===== src/rtl/midi_port_pkg.sv =====
package midi_port_pkg;
  localparam int BYTE_W = 8;
  typedef logic [BYTE_W-1:0] byte_t;

  localparam byte_t CMD_RESET   = 8'hFF;
  localparam byte_t CMD_UART_ON = 8'h3F;
  localparam byte_t ACK_BYTE    = 8'hFE;

  typedef enum logic {LOC_DATA = 1'b0, LOC_CTRL = 1'b1} loc_e;
endpackage


===== src/rtl/midi_rx_fifo.sv =====
module midi_rx_fifo
  import midi_port_pkg::*;
#(
  parameter int DEPTH = 16
) (
  input  logic  clk,
  input  logic  rst,
  input  logic  push,
  input  byte_t push_data,
  input  logic  pop,
  output byte_t head,
  output logic  empty,
  output logic  full
);
  localparam int PTR_W = (DEPTH > 1) ? $clog2(DEPTH) : 1;
  localparam int CNT_W = $clog2(DEPTH + 1);
  localparam logic [PTR_W-1:0] LAST = PTR_W'(DEPTH - 1);

  byte_t            mem [DEPTH];
  logic [PTR_W-1:0] wr_ptr, rd_ptr;
  logic [CNT_W-1:0] count;
  logic             do_push, do_pop;

  assign empty   = (count == '0);
  assign full    = (count == CNT_W'(DEPTH));
  assign do_push = push && !full;
  assign do_pop  = pop && !empty;
  assign head    = mem[rd_ptr];

  always_ff @(posedge clk) begin
    if (do_push) mem[wr_ptr] <= push_data;
  end

  always_ff @(posedge clk) begin
    if (rst) begin
      wr_ptr <= '0;
      rd_ptr <= '0;
      count  <= '0;
    end else begin
      if (do_push) wr_ptr <= (wr_ptr == LAST) ? '0 : wr_ptr + 1'b1;
      if (do_pop)  rd_ptr <= (rd_ptr == LAST) ? '0 : rd_ptr + 1'b1;
      case ({do_push, do_pop})
        2'b10:   count <= count + 1'b1;
        2'b01:   count <= count - 1'b1;
        default: count <= count;
      endcase
    end
  end

  p_no_overflow_r10: assert property (@(posedge clk) disable iff (rst)
    count <= CNT_W'(DEPTH));

  p_pop_dec_r6: assert property (@(posedge clk) disable iff (rst)
    (pop && !empty && !push) |=> (count == $past(count) - 1'b1));
endmodule


===== src/rtl/midi_cmd_ctrl.sv =====
module midi_cmd_ctrl
  import midi_port_pkg::*;
(
  input  logic  clk,
  input  logic  rst,
  input  logic  cmd_we,
  input  byte_t cmd_byte,
  output logic  ack_req,
  output logic  uart_mode
);
  logic uart_q;
  logic is_reset, is_uart;

  assign is_reset  = (cmd_byte == CMD_RESET);
  assign is_uart   = (cmd_byte == CMD_UART_ON);
  assign ack_req   = cmd_we && (is_reset || (is_uart && !uart_q));
  assign uart_mode = uart_q;

  always_ff @(posedge clk) begin
    if (rst) begin
      uart_q <= 1'b0;
    end else if (cmd_we) begin
      if (is_reset)     uart_q <= 1'b0;
      else if (is_uart) uart_q <= 1'b1;
    end
  end

  p_uart_enter_r5: assert property (@(posedge clk) disable iff (rst)
    (cmd_we && is_uart && !uart_q) |=> uart_q);
endmodule


===== src/rtl/midi_tx_hold.sv =====
module midi_tx_hold
  import midi_port_pkg::*;
(
  input  logic  clk,
  input  logic  rst,
  input  logic  load,
  input  byte_t load_data,
  output logic  tx_valid,
  input  logic  tx_ready,
  output byte_t tx_data,
  output logic  busy
);
  logic  full_q;
  byte_t data_q;

  assign tx_valid = full_q;
  assign tx_data  = data_q;
  assign busy     = full_q;

  always_ff @(posedge clk) begin
    if (rst) begin
      full_q <= 1'b0;
      data_q <= '0;
    end else if (!full_q) begin
      if (load) begin
        full_q <= 1'b1;
        data_q <= load_data;
      end
    end else if (tx_ready) begin
      full_q <= 1'b0;
    end
  end

  p_busy_hold_r1: assert property (@(posedge clk) disable iff (rst)
    (tx_valid && !tx_ready) |=> (tx_valid && $stable(tx_data)));
endmodule


===== src/rtl/midi_host_port.sv =====
module midi_host_port
  import midi_port_pkg::*;
#(
  parameter int FIFO_DEPTH = 16
) (
  input  logic       clk,
  input  logic       rst,
  input  logic       bus_addr,
  input  logic       bus_wr,
  input  logic       bus_rd,
  input  logic [7:0] bus_wdata,
  output logic [7:0] bus_rdata,
  input  logic       cfg_we,
  input  logic       cfg_activate,
  output logic       irq,
  output logic       tx_valid,
  input  logic       tx_ready,
  output logic [7:0] tx_data,
  input  logic       rx_valid,
  output logic       rx_ready,
  input  logic [7:0] rx_data,
  output logic       rx_overflow,
  output logic       cmd_uart_mode
);
  logic  busy, active_q, ovf_q;
  logic  data_rd, data_wr, cmd_wr, ack_req;
  logic  fifo_push, fifo_empty, fifo_full;
  byte_t fifo_in, fifo_head;

  assign data_rd = bus_rd && (loc_e'(bus_addr) == LOC_DATA);
  assign data_wr = bus_wr && (loc_e'(bus_addr) == LOC_DATA) && !busy;
  assign cmd_wr  = bus_wr && (loc_e'(bus_addr) == LOC_CTRL) && !busy;

  midi_cmd_ctrl u_cmd (
    .clk       (clk),
    .rst       (rst),
    .cmd_we    (cmd_wr),
    .cmd_byte  (bus_wdata),
    .ack_req   (ack_req),
    .uart_mode (cmd_uart_mode)
  );

  midi_tx_hold u_tx (
    .clk       (clk),
    .rst       (rst),
    .load      (data_wr),
    .load_data (bus_wdata),
    .tx_valid  (tx_valid),
    .tx_ready  (tx_ready),
    .tx_data   (tx_data),
    .busy      (busy)
  );

  // Acknowledge bytes own the single FIFO write slot in their cycle.
  assign rx_ready  = !fifo_full && !ack_req;
  assign fifo_push = ack_req || (rx_valid && rx_ready);
  assign fifo_in   = ack_req ? ACK_BYTE : rx_data;

  midi_rx_fifo #(.DEPTH(FIFO_DEPTH)) u_fifo (
    .clk       (clk),
    .rst       (rst),
    .push      (fifo_push),
    .push_data (fifo_in),
    .pop       (data_rd),
    .head      (fifo_head),
    .empty     (fifo_empty),
    .full      (fifo_full)
  );

  always_ff @(posedge clk) begin
    if (rst) begin
      active_q <= 1'b0;
      ovf_q    <= 1'b0;
    end else begin
      if (cfg_we) active_q <= cfg_activate;
      if ((rx_valid && !rx_ready) || (ack_req && fifo_full)) ovf_q <= 1'b1;
    end
  end

  assign rx_overflow = ovf_q;
  assign irq         = active_q && !fifo_empty;

  always_comb begin
    if (loc_e'(bus_addr) == LOC_CTRL)
      bus_rdata = {fifo_empty, busy, 6'b0};
    else
      bus_rdata = fifo_empty ? 8'h00 : fifo_head;
  end

  p_ack_push_r4: assert property (@(posedge clk) disable iff (rst)
    (cmd_wr && bus_wdata == CMD_RESET && !fifo_full) |=> !fifo_empty);

  p_irq_drop_r7: assert property (@(posedge clk) disable iff (rst)
    (active_q && $past(active_q) && $fell(irq)) |-> $past(data_rd));
endmodule


===== config.mk =====
export PLATFORM = sky130hd
export DESIGN_NAME = midi_host_port
export DESIGN_NICKNAME = d
export VERILOG_FILES = /design/src/rtl/midi_port_pkg.sv /design/src/rtl/midi_rx_fifo.sv /design/src/rtl/midi_cmd_ctrl.sv /design/src/rtl/midi_tx_hold.sv /design/src/rtl/midi_host_port.sv
export SDC_FILE = /design/constraint.sdc
export NUM_CORES = 1
export LEC_CHECK = 0
export ABC_AREA = 0
export BUFFER_PORTS_ARGS = -buffer_cell sky130_fd_sc_hd__buf_2
export CAP_MARGIN = 20
export CORE_UTILIZATION = 30
export CTS_CLUSTER_SIZE = 28
export DETAILED_ROUTE_END_ITERATION = 12
export MAX_ROUTING_LAYER = met4
export PLACE_DENSITY = 0.45
export SYNTH_ARGS = -nofsm -noshare
export SYNTH_HDL_FRONTEND = slang
export SYNTH_HIERARCHICAL = 1
export SYNTH_SLANG_ARGS = --single-unit

===== constraint.sdc =====
create_clock -name clk -period 6.9 [get_ports clk]
set_clock_uncertainty 0.2 [all_clocks]
set_input_delay 0.345 -clock clk [delete_from_list [all_inputs] [get_ports clk]]
set_output_delay 0.345 -clock clk [all_outputs]
set_load 0.02 [all_outputs]

======== Word-level counts from Yosys, hierarchy flattened ========
Memories as Yosys holds them, arrays and structs flattened. A register that Yosys moved wholly into a read port is not among the register bits.
Cells that the tools add are included.
Widths: inputs -> output; s select.
storage, ports and cells
  bits in registers ....................... 25
  RAM bits ................................ 128
  bits of input ports ..................... 25
  output and inout bits ................... 21
  logic and storage cells ................. 65
  memories ................................ 1
cells by class
  $add $sub $neg .......................... 4
  eq/ne operators ......................... 7
  muxes and demuxes ....................... 15
  bitwise gates (word level) .............. 2
  reduce and logical (&&, ||, !) cells .... 28
memories
  name        depth  bits a word  read ports  clocked after memory_dff  write ports  RTL line            text
  u_fifo.mem  16     8            1           1                         1            midi_rx_fifo.sv:19  byte_t mem [DEPTH];
operators with widths
  kind                 count
  $mux 8               3
  $mux 4               4
  $logic_and 1x1->1    14
  $pmux 5 s2           1
  $add 4x1->4 const B  2
  $eq 4x4->1 const B   2
  $eq 8x6->1 const B   1
  $eq 8x8->1 const B   1
  $mux 1               7
  $logic_not 1->1      6
  $add 5x1->5 const B  1
  $eq 5x5->1 const B   1
  $logic_not 5->1      1
  $sub 5x1->5 const B  1
  $reduce_and 2->1     2
  $reduce_bool 2->1    2
  $logic_or 1x1->1     3
  $eq 2x1->1 const B   1
  $eq 2x2->1 const B   1
  $not 1->1            2

======== Logic depth before layout (Yosys ltp) ========
Gate-level depths: netlist (run 1).
  depth after elaboration ................. 11
  depth in mapped cells ................... 16
  gate-level depth less buffers ........... 12

======== By module ========
The synthesis (run 1) kept the hierarchy.
by module, submodules not included
  module          instances  cells each  area an instance (um^2)  sequential area each (um^2)
  midi_rx_fifo    1          296         5855.6                   4184.0
  midi_tx_hold    1          39          430.4                    180.2
  midi_host_port  1          35          265.3                    40.0
  midi_cmd_ctrl   1          10          75.1                     20.0

======== Worst setup path after synthesis (run 1) ========
OpenSTA, ideal clock, no wires.
  path type ............................... reg-to-reg
  start ................................... register u_fifo.count[1]
  end ..................................... register u_fifo.count[4]
  library setup time ...................... 0.121 ns
  arrival ................................. 3.091 ns
  data required time ...................... 6.579 ns
  slack ................................... 3.489 ns
  cell stages (with the launch flop) ...... 17
  path buffers ............................ 4
  period minus slack after synthesis ...... 3.411 ns
  cell sequence ........................... dfxtp_1 > buf_6 > or4_4 > buf_6 > nor2_1 > inv_1 > a21o_1 > o21ai_4 > buf_6 > ha_1 > clkbuf_1 > xor2_1 > ha_1 > and3b_1 > o21ai_0 > a31oi_1 > mux2_2
on the way
  cells in the longest elaborated chain, start to end .. 8
  elaborated cells on any way between the ends .. 15
  those cells by class .................... add/sub: 2; eq/ne: 3; mux: 1; reduce/logical: 9
RTL lines
  what                                             RTL line              text
  start, declared                                  midi_rx_fifo.sv:21    logic [CNT_W-1:0] count;
  start signal, assigned                           midi_rx_fifo.sv:43    2'b10: count <= count + 1'b1;
  start signal, assigned                           midi_rx_fifo.sv:44    2'b01: count <= count - 1'b1;
  start signal, assigned                           midi_rx_fifo.sv:45    default: count <= count;
  $eq 5x5->1 (*)                                   midi_rx_fifo.sv:25    assign full = (count == CNT_W'(DEPTH));
  via fifo_full                                    midi_host_port.sv:27  logic fifo_push, fifo_empty, fifo_full;
  $logic_not 1->1 (*)                              midi_host_port.sv:55  assign rx_ready = !fifo_full && !ack_req;
  $logic_and 1x1->1 (*)                            midi_host_port.sv:55
  $logic_and 1x1->1 (*)                            midi_host_port.sv:56  assign fifo_push = ack_req || (rx_valid && rx_ready);
  $logic_or 1x1->1 (*)                             midi_host_port.sv:56
  via fifo_push                                    midi_host_port.sv:27
  $logic_and 1x1->1 (*)                            midi_rx_fifo.sv:26    assign do_push = push && !full;
  $eq 2x1->1 or $eq 2x2->1 (tied branches)         midi_rx_fifo.sv:42    case ({do_push, do_pop})
  $pmux 5 s2 or $reduce_bool 2->1 (tied branches)  -
Mark *: on every way through the listed nets, which the timed path passes. The rest lies on a longest branch.
A chain may end at the register's enable or synchronous reset.

======== Final worst setup path (run 1) ========
Ends and elaborated chain as after synthesis.

==> results of run 1 <==
## state kept, by name (all words and copies together), names as in the netlist, named ones only
signal and cells:
u_tx/tx_data 8, u_fifo/wr_ptr 4, u_tx/busy 1, active_q 1, u_cmd/uart_mode 1, u_fifo/mem 128
u_fifo/count 5, u_fifo/rd_ptr 4, rx_overflow 1
## tightest hold or removal path, delay by kind of cell
| kind | cells | cell delay, ps |
|---|---|---|
| AOI/OAI and AO/OA | 1 | 70 |
| buffers and inverters | 1 | 90 |
| and+or+nand+nor | 1 | 110 |
## cell families (layout without fill, tap and decap cells)
group | count (synthesis) | after routing
buf+inv | 27 | 93
flops | 157 | 157
xor+xnor | 5 | 5
simple gates | 93 | 93
compound gates | 44 | 44
mux | 46 | 46
fa+ha+maj | 8 | 8
## layer usage
layer  track usage [%]  vias to the layer above  share of wire, %
li1                  -                     1603                 -
met1              18.3                     1805                47
met2              22.6                       67                49
met3              3.27                       18               2.7
met4              5.10                        0               1.6
met5                 -                        -                 0
## final cells by class
| type | instances | area share, % |
|---|---|---|
| well taps | 280 | 4.54 |
| clock buffers | 18 | 5.56 |
| repair buffers | 55 | 3.98 |
| flip-flops and latches | 157 | 57.3 |
| multi-input cells | 196 | 26.7 |
| clock inverters | 14 | 1.65 |
| inverters | 6 | 0.292 |
## synth_stat cells (5+ instances only)
master	n	area share (%)
nor4b_1	5	0.66
nor2_1	15	0.85
and2_1	18	1.7
buf_1	5	0.28
ha_1	8	1.5
o21ai_2	8	1.1
buf_6	7	1.2
o21ai_0	8	0.60
dfxtp_1	29	8.8
or2_1	7	0.66
inv_1	6	0.34
nand2b_1	10	0.94
nand2_1	6	0.34
xor2_1	5	0.66
mux4_2	40	14
edfxtp_1	128	58
a21oi_1	10	0.76
nand4bb_1	8	1.4
## stage by stage
| step | std cells | worst slack, ps | total power [mW] | cell area, um2 | hold WS, ps |
|---|---|---|---|---|---|
| finish | 726 | 3400 | 2.29 | 7720 | 19.6 |
| global route | 726 | 3120 | 2.39 | 7720 | 15.2 |
| CTS | 723 | 3390 | 2.32 | 7700 | 7.23 |
| detailed placement | 688 | 3390 | 1.44 | 7120 | 255 |
| global placement | 688 | 3480 | 1.43 | 7120 | 259 |
| floorplan | 380 | 3490 | 1.36 | 6630 | 214 |
## worst max path at each step
| stage | slack [ps] | cells after the start | start | endpoint |
|---|---|---|---|---|
| finish | 3400 | 12 | u_fifo/count[1] | u_fifo/count[4] |
| global route | 3120 | 12 | u_fifo/count[1] | u_fifo/count[4] |
| CTS | 3390 | 12 | u_fifo/count[1] | u_fifo/count[4] |
| detailed placement | 3390 | 12 | u_fifo/count[1] | u_fifo/count[4] |
| global placement | 3480 | 12 | u_fifo/count[1] | u_fifo/count[4] |
| floorplan | 3490 | 16 | u_fifo/count[1] | u_fifo/count[4] |
## power groups by stage
stage	Combinational [mW]	Clock, mW	Sequential [mW]
final	0.334	0.881	1.08
after global routing	0.367	0.941	1.08
after CTS	0.341	0.904	1.08
after detailed placement	0.338	0	1.10
after global placement	0.337	0	1.10
after floorplan	0.271	0	1.09
==> key figures, run 1 <==
Run status
  – Run status: completed

Drt
  – Initial DRC count: 150
  – Vias per inst: a little under 5
  – Initial DRT Pass Iterations: 4
  – Post-route ant nets: 0
  – DRC errors left: 0
  – Routed vias: about 3,500
  – DR WL/cell: 20.1 um
  – Final WL: 14,600 um

Worst hold path
  – Hold Path Depth: 3
  – Hold Startpoint: bus_wdata[0]
  – Worst Hold Class: primary input to register
  – Hold EP: u_tx/tx_data[0]

Floorplanning
  – FP Rows: 54
  – Die width: 151 um
  – Die area: 0.0227 mm2
  – Die Height: approximately 150 um
  – Core Box Area: between 0.02 and 0.025 mm2
  – Starting Density: a little under a third
  – I/O pins: 46

STA
  – Tmin final: 3500 ps
  – RSZ-0062 raised after global routing: false
  – FMAX: 0.286 GHz
  – Setup TNS: 0 ps
  – Worst slew pin tran: about 1100 ps
  – Final number of setup-violating endpoints: 0
  – Final Hold Vio Count: 0
  – Worst slew margin: between 20% and 30%
  – Period utilisation layout: 50.8%
  – Final max-slew violation count: 0

Global routing
  – Vias in the first global route: 3,669
  – Antenna violations before repair: 0
  – Grt total ovfl: 0
  – Global-route wire length before repair: between 20,000 and 25,000 um
  – Largest net degree at the start of global routing: 37
  – GRT Overall Usage: 14.4%

Layout
  – NumNets Final: between 400 and 500
  – Most frequent cells in the layout: edfxtp_1 (128), buf_2 (45), mux4_2 (40), dfxtp_1 (28), and2_1 (18)
  – Commonest non-fill, non-tap cell in the layout: edfxtp_1
  – Fill cells: between 2,000 and 2,500
  – Area of the multi-input gates: 0.00206 mm2
  – Layout area overhead: 16.6%
  – N_diodes: 0
  – Share of layout cells above drive strength 1: about a third
  – Final core utilization: ~36%
  – Reg area: 0.00443 mm2

Pwr
  – P_int: around 1.7 mW
  – Register share of total power: about 47%
  – Clock power share: between 30% and 40%
  – Switch Pwr: between 0.6 and 0.7 mW
  – Lkg Pwr: roughly 2.6 nW
  – P per Cell Area: ~300 mW/mm2
  – Peak supply drop: between 150 and 200 uV
  – Switch share: a little over a quarter
  – Comb power frac: around 15%

Place
  – I/O Buffers: 45
  – DPL Wire Length: between 9000 and 10,000 um
  – GPL Wtd Cong: around 0.73

Critical path
  – Worst r2r src: u_fifo/count[1]
  – Critical path's slowest cell: or4_4
  – Nature of the critical path endpoint: register
  – Cell family with most CP delay: simple AND/OR/NAND/NOR gates
  – CP cell instances: or4_4 -> nor2_1 -> inv_1 -> a21o_1 -> o21ai_4 -> ha_1 -> xor2_1 -> ha_1 -> and3b_1 -> o21ai_0 -> a31oi_1 -> mux2_2
  – Data required, critical path: around 7000 ps
  – CP most frequent cell: ha_1
  – Startpoint Class: register
  – Setup slack, reg-to-reg: about 3400 ps
  – CP Class: register to register
  – Maximum net fanout on the critical path: 12
  – Cells on worst reg2reg path: 12
  – CP peak stage delay: just over 600 ps
  – Worst path bufs/invs: 1
  – Worst path arrival time: 3620 ps
  – R2R Path End: u_fifo/count[4]

Logic synthesis
  – Post-synthesis sequential area ratio: between 60 and 70%
  – Flops & latches, synth: 157
  – Synthesis Warnings: 6
  – Largest family of logic cells by synthesized area: multiplexers
  – Synth Net Count: just over 400
  – Synth Area in Compound Gates: between 4 and 5%
  – Simple-Gate Fraction of Synth Area: 9.08%
  – Avg Cell Area, Syn: 17.4 um2
  – Area of the mapped netlist: 0.00663 mm2
  – Ys async rst share: 0%
  – Post-synth EDFFs: ~130
  – Yosys cell types: 54
  – Main flop type after synthesis: edfxtp_1
  – Post-Synth Adder-Cell Area: ~1.5%
  – Cells after synthesis: 380
  – XOR/XNOR share of the synthesized area: less than 1%
  – Portion of netlist area occupied by mux cells: between 10% and 20%

Flow run
  – Max-cap viol count: 0

Clocking
  – PostCTS Resize Cnt: 0
  – CTS tree: built
  – Later-pin clock latency in the skew report: approximately 420 ps
  – CTS Hold Bufs: 3
  – H-tree depth: 4
  – Clk pin slew, worst setup/hold paths: roughly 70 ps
  – Setup repair bufs after CTS: 0
  – CTS buffer count: 17
  – # clock sinks: around 160
  – CTS root buffer: clkbuf_16
  – CTS max path bufs: 2
Power figures use the tool's default switching activity.
==> inputs of run 2 (changes only) <==
--- a/config.mk
+++ b/config.mk
@@ -5,14 +5,14 @@
 export SDC_FILE = /design/constraint.sdc
 export NUM_CORES = 1
 export LEC_CHECK = 0
-export ABC_AREA = 0
+export ABC_AREA = 1
 export BUFFER_PORTS_ARGS = -buffer_cell sky130_fd_sc_hd__buf_2
 export CAP_MARGIN = 20
 export CORE_UTILIZATION = 30
 export CTS_CLUSTER_SIZE = 28
 export DETAILED_ROUTE_END_ITERATION = 12
 export MAX_ROUTING_LAYER = met4
-export PLACE_DENSITY = 0.45
+export PLACE_DENSITY = 0.47
 export SYNTH_ARGS = -nofsm -noshare
 export SYNTH_HDL_FRONTEND = slang
 export SYNTH_HIERARCHICAL = 1
==> constraint.sdc (replaced) <==
create_clock -name clk -period 2.86 [get_ports clk]
set_clock_uncertainty 0.2 [all_clocks]
set_input_delay 0.143 -clock clk [delete_from_list [all_inputs] [get_ports clk]]
set_output_delay 0.143 -clock clk [all_outputs]
set_load 0.02 [all_outputs]
==> run 2 against run 1 <==
Critical path depth is 4 lower. Sequential power grew to 2.5 times the previous value. Via count is 38% higher. Register-to-register slack worse by 3000 ps. Largest power group unchanged. Sequential cell count stayed put. Cell area is 8.2% higher. Wire length is 6.3% higher. Final cell count is 45% higher. Core utilization is 1.3 points higher. Synthesized area is 5.4% higher.
==> key figures, run 2 <==
Logic synthesis
  – Flops & latches, synth: between 150 and 200
  – Post-synth top area share: 55.1%
  – Post-synth EDFFs: roughly 130
  – Synth Net Count: 710
  – Synth area leaders: edfxtp_1 (55%), dfxtp_1 (8.3%), inv_1 (5.5%)
  – Avg Cell Area, Syn: approximately 10 um2
  – Area of the mapped netlist: between 0.006 and 0.007 mm2
  – Synthesis Warnings: 6
  – Yosys cell types: 30
  – Cells after synthesis: 677
  – Yosys top cell by area: edfxtp_1
  – Synth top cells by count: edfxtp_1 (128), inv_1 (103), nand2_1 (101), nand3_1 (70), nor2_1 (59)
  – Main flop type after synthesis: edfxtp_1
  – Ys async rst share: 0%
  – Post-synthesis sequential area ratio: about 63%
  – Top-count cell post-synth: edfxtp_1

Layout
  – Post-route insts no fill: roughly 1,100
  – Share of layout cells above drive strength 1: 17.1%
  – Largest register FFs: 128
  – NumNets Final: 790
  – Commonest non-fill, non-tap cell in the layout: edfxtp_1
  – N_diodes: 0
  – Fill cells: around 2,200
  – Layout area overhead: 19.7%
  – Reg area: between 0.004 and 0.005 mm2
  – Area of the multi-input gates: 0.00196 mm2
  – Reg with most FFs: u_fifo/mem
  – Most frequent cells in the layout: edfxtp_1 (128), inv_1 (103), nand2_1 (101), nand3_1 (70), nor2_1 (59)

Pwr
  – Peak supply drop: between 300 and 400 uV
  – Comb power frac: between 20% and 30%
  – Switch Pwr: roughly 2.0 mW
  – Lkg Pwr: roughly 3.3 nW
  – Switch share: approximately a third
  – P_int: about 4.3 mW
  – Register share of total power: between 40% and 50%
  – Clock power share: between 30% and 40%
  – P per Cell Area: approximately 760 mW/mm2

Place
  – DPL Wire Length: 10,300 um
  – Placed insts: slightly above 1,000
  – GPL Wtd Cong: around 0.8
  – I/O Buffers: 45
  – Place WS: about 150 ps

Drt
  – Vias per inst: roughly 4.6
  – Routed vias: 4,821
  – Initial DRT Pass Iterations: 4
  – DR WL/cell: 14.7 um
  – DRC errors left: 0
  – Final WL: ~16,000 um
  – Initial DRC count: between 200 and 300
  – Post-route ant nets: 0

Floorplanning
  – Core Box Area: between 0.02 and 0.025 mm2
  – Starting Density: roughly 30%
  – FP Rows: between 50 and 60
  – Die Height: ~150 um
  – I/O pins: 46
  – Die width: around 150 um
  – Die area: around 0.024 mm2

Global routing
  – GRT Overall Usage: 14.1%
  – Antenna violations before repair: 0
  – Grt total ovfl: 0
  – Global-route wire length before repair: 24,800 um
  – Largest net degree at the start of global routing: 65
  – Vias in the first global route: 4,838

Clocking
  – H-tree depth: 4
  – # clock sinks: approximately 160
  – Clk pin slew, worst setup/hold paths: about 60 ps
  – CTS tree: built
  – Later-pin clock latency in the skew report: 420 ps
  – CTS max path bufs: 2
  – CTS root buffer: clkbuf_16
  – CTS buffer count: 17

STA
  – Worst slew margin: between 30% and 40%
  – Final Hold Vio Count: 0
  – Tmin final: 2650 ps
  – Final Worst Setup Slack: slightly above 200 ps
  – FMAX: approximately 0.38 GHz
  – Setup TNS: 0 ps
  – Final hold slack: around 50 ps
  – Final number of setup-violating endpoints: 0
  – Final max-slew violation count: 0
  – Period utilisation layout: around 90%
  – RSZ-0062 raised after global routing: false
  – Worst slew pin tran: approximately 1000 ps

Critical path
  – Worst path arrival time: 2310 ps
  – Nature of the critical path endpoint: output port
  – CP Class: register to output port
  – Data required, critical path: 2520 ps
  – Startpoint Class: register
  – Maximum net fanout on the critical path: 53

Run status
  – Run status: completed

Flow run
  – Max-cap viol count: 0

Worst hold path
  – Worst Hold Class: primary input to register
run 2: power groups by stage:
stage / registers, mW / logic (mW) / clock network (mW)
6_report: 2.74 / 1.39 / 2.20
2_1_floorplan: 2.74 / 1.02 / 0
4_1_cts: 2.74 / 1.38 / 2.25
3_3_place_gp: 2.78 / 1.34 / 0
5_1_grt: 2.76 / 1.57 / 2.34
3_5_place_dp: 2.79 / 1.36 / 0
run 2: routing by layer:
layer	track usage, %	part of all wire [%]	vias up
li1	-	-	2448
met1	17.3	46	2266
met2	22.9	49	87
met3	2.66	3.8	20
met4	5.89	1.5	0
met5	-	0	-
run 2: per-stage QoR:
step | cell area, um2 | util, % | power [mW]
6_report | 8360 | 36.8 | 6.33
5_1_grt | 8360 | 36.8 | 6.68
4_1_cts | 8340 | 36.7 | 6.38
3_3_place_gp | 7620 | 33.5 | 4.13
2_1_floorplan | 6980 | - | 3.75
3_5_place_dp | 7620 | 33.5 | 4.15
run 2: what timing repair did:
item,CTS,global route
endpoints found under the setup margin,0,2
hold buffers,15,0
endpoints found under the hold margin,21,0
buffers inserted,0,2
gates resized for setup,0,1
run 2: cell type report:
class                           count  area share, %
Sequential cell                   157           53.0
Multi-Input combinational cell    382           23.5
Timing Repair Buffer               90           7.48
Clock buffer                       18           5.13
Inverter                          109           4.89
Tap cell                          285           4.27
Clock inverter                     14           1.77
run 2: logic make-up (layout without fill, tap and decap cells):
logic type | after synthesis | count (layout) | synth area share [%]
xor+xnor | 5 | 5 | 0.627
simple gates | 250 | 250 | 15.6
flops | 157 | 157 | 63.4
buf+inv | 138 | 231 | 8.55
compound gates | 119 | 119 | 10.4
fa+ha+maj | 8 | 8 | 1.43
run 2: final timing paths:
check / from / end / slack, ps / cells after the start
min reg2reg: u_tx/tx_data[4] / u_tx/tx_data[4] / 280 / 2
max reg2reg: u_tx/busy / u_fifo/count[4] / 360 / 19
max: register / bus_rdata[0] / 210 / 8
min: bus_rd / register / 50 / 6
run 2: worst max-delay path, stage by stage, from the launching register on:
cell	delay, ps
dfxtp_4	700
buf_4	350
o211ai_1	130
nand3_1	100
nand3_1	120
nand2_1	90
nand2_1	50
nor2_1	130
buf_2	180
==> inputs of run 3 (changes only) <==
--- a/config.mk
+++ b/config.mk
@@ -8,11 +8,13 @@
 export ABC_AREA = 1
 export BUFFER_PORTS_ARGS = -buffer_cell sky130_fd_sc_hd__buf_2
 export CAP_MARGIN = 20
+export CELL_PAD_IN_SITES_DETAIL_PLACEMENT = 1
+export CELL_PAD_IN_SITES_GLOBAL_PLACEMENT = 1
 export CORE_UTILIZATION = 30
 export CTS_CLUSTER_SIZE = 28
 export DETAILED_ROUTE_END_ITERATION = 12
 export MAX_ROUTING_LAYER = met4
-export PLACE_DENSITY = 0.47
+export PLACE_DENSITY = 0.56
 export SYNTH_ARGS = -nofsm -noshare
 export SYNTH_HDL_FRONTEND = slang
 export SYNTH_HIERARCHICAL = 1
==> run 3 against run 2 <==
Sequential cell count did not move. Combinational power rose by 7%. Maximum frequency is 5.2% higher. Total power increased by 5.6%. Critical path type is now primary input to register. Global-route usage grew 2.0 points. Wire length up 14%. Sequential power about the same. Sequential share of layout area down 0.73 points.
==> key figures, run 3 (synthesis gave the netlist of run 2 again) <==
Run status
  – Run status: completed

Clocking
  – CTS tree: built
  – H-tree depth: 4
  – Clk pin slew, worst setup/hold paths: 60 ps
  – Later-pin clock latency in the skew report: ~420 ps
  – # clock sinks: between 150 and 200
  – CTS buffer count: 17
  – CTS root buffer: clkbuf_16
  – CTS max path bufs: 2

Floorplanning
  – Die width: roughly 150 um
  – Core Box Area: roughly 0.023 mm2
  – Die area: ~0.024 mm2
  – Starting Density: between 30% and 40%
  – FP Rows: 55
  – I/O pins: 46
  – Die Height: approximately 150 um

Global routing
  – Grt total ovfl: 0
  – Global-route wire length before repair: about 28,000 um
  – Largest net degree at the start of global routing: 65
  – GRT Overall Usage: between 10% and 20%
  – Antenna violations before repair: 0
  – Vias in the first global route: 5,281

Pwr
  – Lkg Pwr: about 3.4 nW
  – Peak supply drop: 383 uV
  – P per Cell Area: between 700 and 800 mW/mm2

Layout
  – Most frequent cells in the layout: edfxtp_1 (128), inv_1 (102), nand2_1 (101), nand3_1 (70), nor2_1 (59)
  – N_diodes: 0
  – Share of layout cells above drive strength 1: between 15 and 20%
  – NumNets Final: 794
  – Final core utilization: 37.3%
  – Largest register FFs: 128
  – Layout area overhead: 21.4%
  – Fill cells: 2,577
  – Area of the multi-input gates: between 0.0015 and 0.002 mm2
  – Reg area: around 0.0044 mm2
  – Reg with most FFs: u_fifo/mem
  – Commonest non-fill, non-tap cell in the layout: edfxtp_1
  – Fin area: 0.00848 mm2

Critical path
  – Setup crit start: bus_wdata[7]
  – Setup slack, reg-to-reg: around 370 ps
  – Worst path arrival time: around 2600 ps
  – Critical Path End: u_fifo/count[4]
  – Maximum net fanout on the critical path: 5
  – CP Class: primary input to register
  – R2R Path End: u_fifo/count[4]
  – Startpoint Class: primary input
  – Nature of the critical path endpoint: register
  – Cells on worst reg2reg path: 19
  – Worst r2r src: u_tx/busy
  – Data required, critical path: around 3000 ps

Drt
  – Initial DRC count: around 240
  – Vias per inst: around 4.7
  – Post-route ant nets: 0
  – DR WL/cell: 16.7 um
  – Routed vias: around 5,000
  – Final WL: between 15,000 and 20,000 um
  – DRC errors left: 0
  – Initial DRT Pass Iterations: 4

Place
  – DPL Wire Length: around 12,000 um
  – GPL Wtd Cong: slightly below 0.8
  – Placed cell area: around 0.0077 mm2
  – I/O Buffers: 45

STA
  – Final max-slew violation count: 0
  – Tmin final: between 2000 and 3000 ps
  – Final number of setup-violating endpoints: 0
  – Worst slew margin: a little under three fifths
  – Period utilisation layout: around 90%
  – Worst slew pin tran: 669 ps
  – FMAX: roughly 0.40 GHz
  – Final Hold Vio Count: 0
  – RSZ-0062 raised after global routing: false
  – Setup TNS: 0 ps

Worst hold path
  – Worst Hold Class: primary input to register

Flow run
  – Max-cap viol count: 0
run 3: cell types whose count changed in the layout (fill, tap and decap cells not counted), sizes merged:
cell,previous run,this run
buf,75,79
bufinv,1,5
clkinv,2,3
clkinvlp,3,2
inv,117,112
run 3: per-stage QoR:
step	setup slack (ps)	cells	hold slack, ps	total power, mW
after floorplan	232	677	12.1	3.75
after global placement	194	1010	167	4.18
after detailed placement	50.0	1010	179	4.22
after CTS	28.6	1056	31.3	6.74
after global routing	15.0	1058	99.9	7.02
final	339	1058	52.1	6.68
run 3: what timing repair did:
item / CTS / global route
hold buffers: 15 / 0
resized for setup: 0 / 3
hold endpoints to repair: 21 / 0
setup buffers: 0 / 2
setup endpoints to repair: 0 / 2
run 3: worst min path at each step:
stage	startpoint	to	slack, ps	depth (start not counted)
after CTS	bus_rd	register	30	6
final	bus_rd	register	50	6
after floorplan	rst	u_fifo/wr_ptr[2]	10	1
after global routing	rx_data[2]	u_fifo/mem[3][2]	100	3
after detailed placement	cfg_activate	active_q	180	3
after global placement	cfg_activate	active_q	170	3
run 3: critical path: stages:
cell           delay [ps]
dlygate4sd3_1         540
buf_2                 140
nor2_1                110
nand3_1               100
nor2_2                110
nand2_1                60
nand2_1                80
o21bai_1              130
nand2_2               110
ha_4                  200
inv_2                  80
nand2_1                60
nand2_1                90
ha_1                  150
inv_1                  40
nand2_1                90
nand3_1               110
nand3_1                90
nand2_1                50
nor2_1                 80
nor2_1                 40
run 3: cell type report:
class	instances	share of cell area (%)
clock buffer	18	5.06
multi-input combinational	382	23.3
clock inverter	13	2.51
timing repair buffer	94	7.88
inverter	109	4.83
sequential	157	52.2
tap	285	4.21
run 3: metal layers:
| layer | vias up | GRT usage, % | share of wire, % |
|---|---|---|---|
| met2 | 59 | 27.3 | 50 |
| met5 | - | - | 0 |
| met3 | 19 | 3.08 | 1.9 |
| li1 | 2446 | - | - |
| met4 | 0 | 5.04 | 1.7 |
| met1 | 2457 | 19.4 | 46 |
run 3: report_power, final:
group | switching (mW) | total [mW] | internal, mW
Sequential | 0.0871 | 2.71 | 2.62
Clock | 0.925 | 2.48 | 1.55
Combinational | 0.989 | 1.49 | 0.502
Total | 2.00 | 6.68 | 4.68
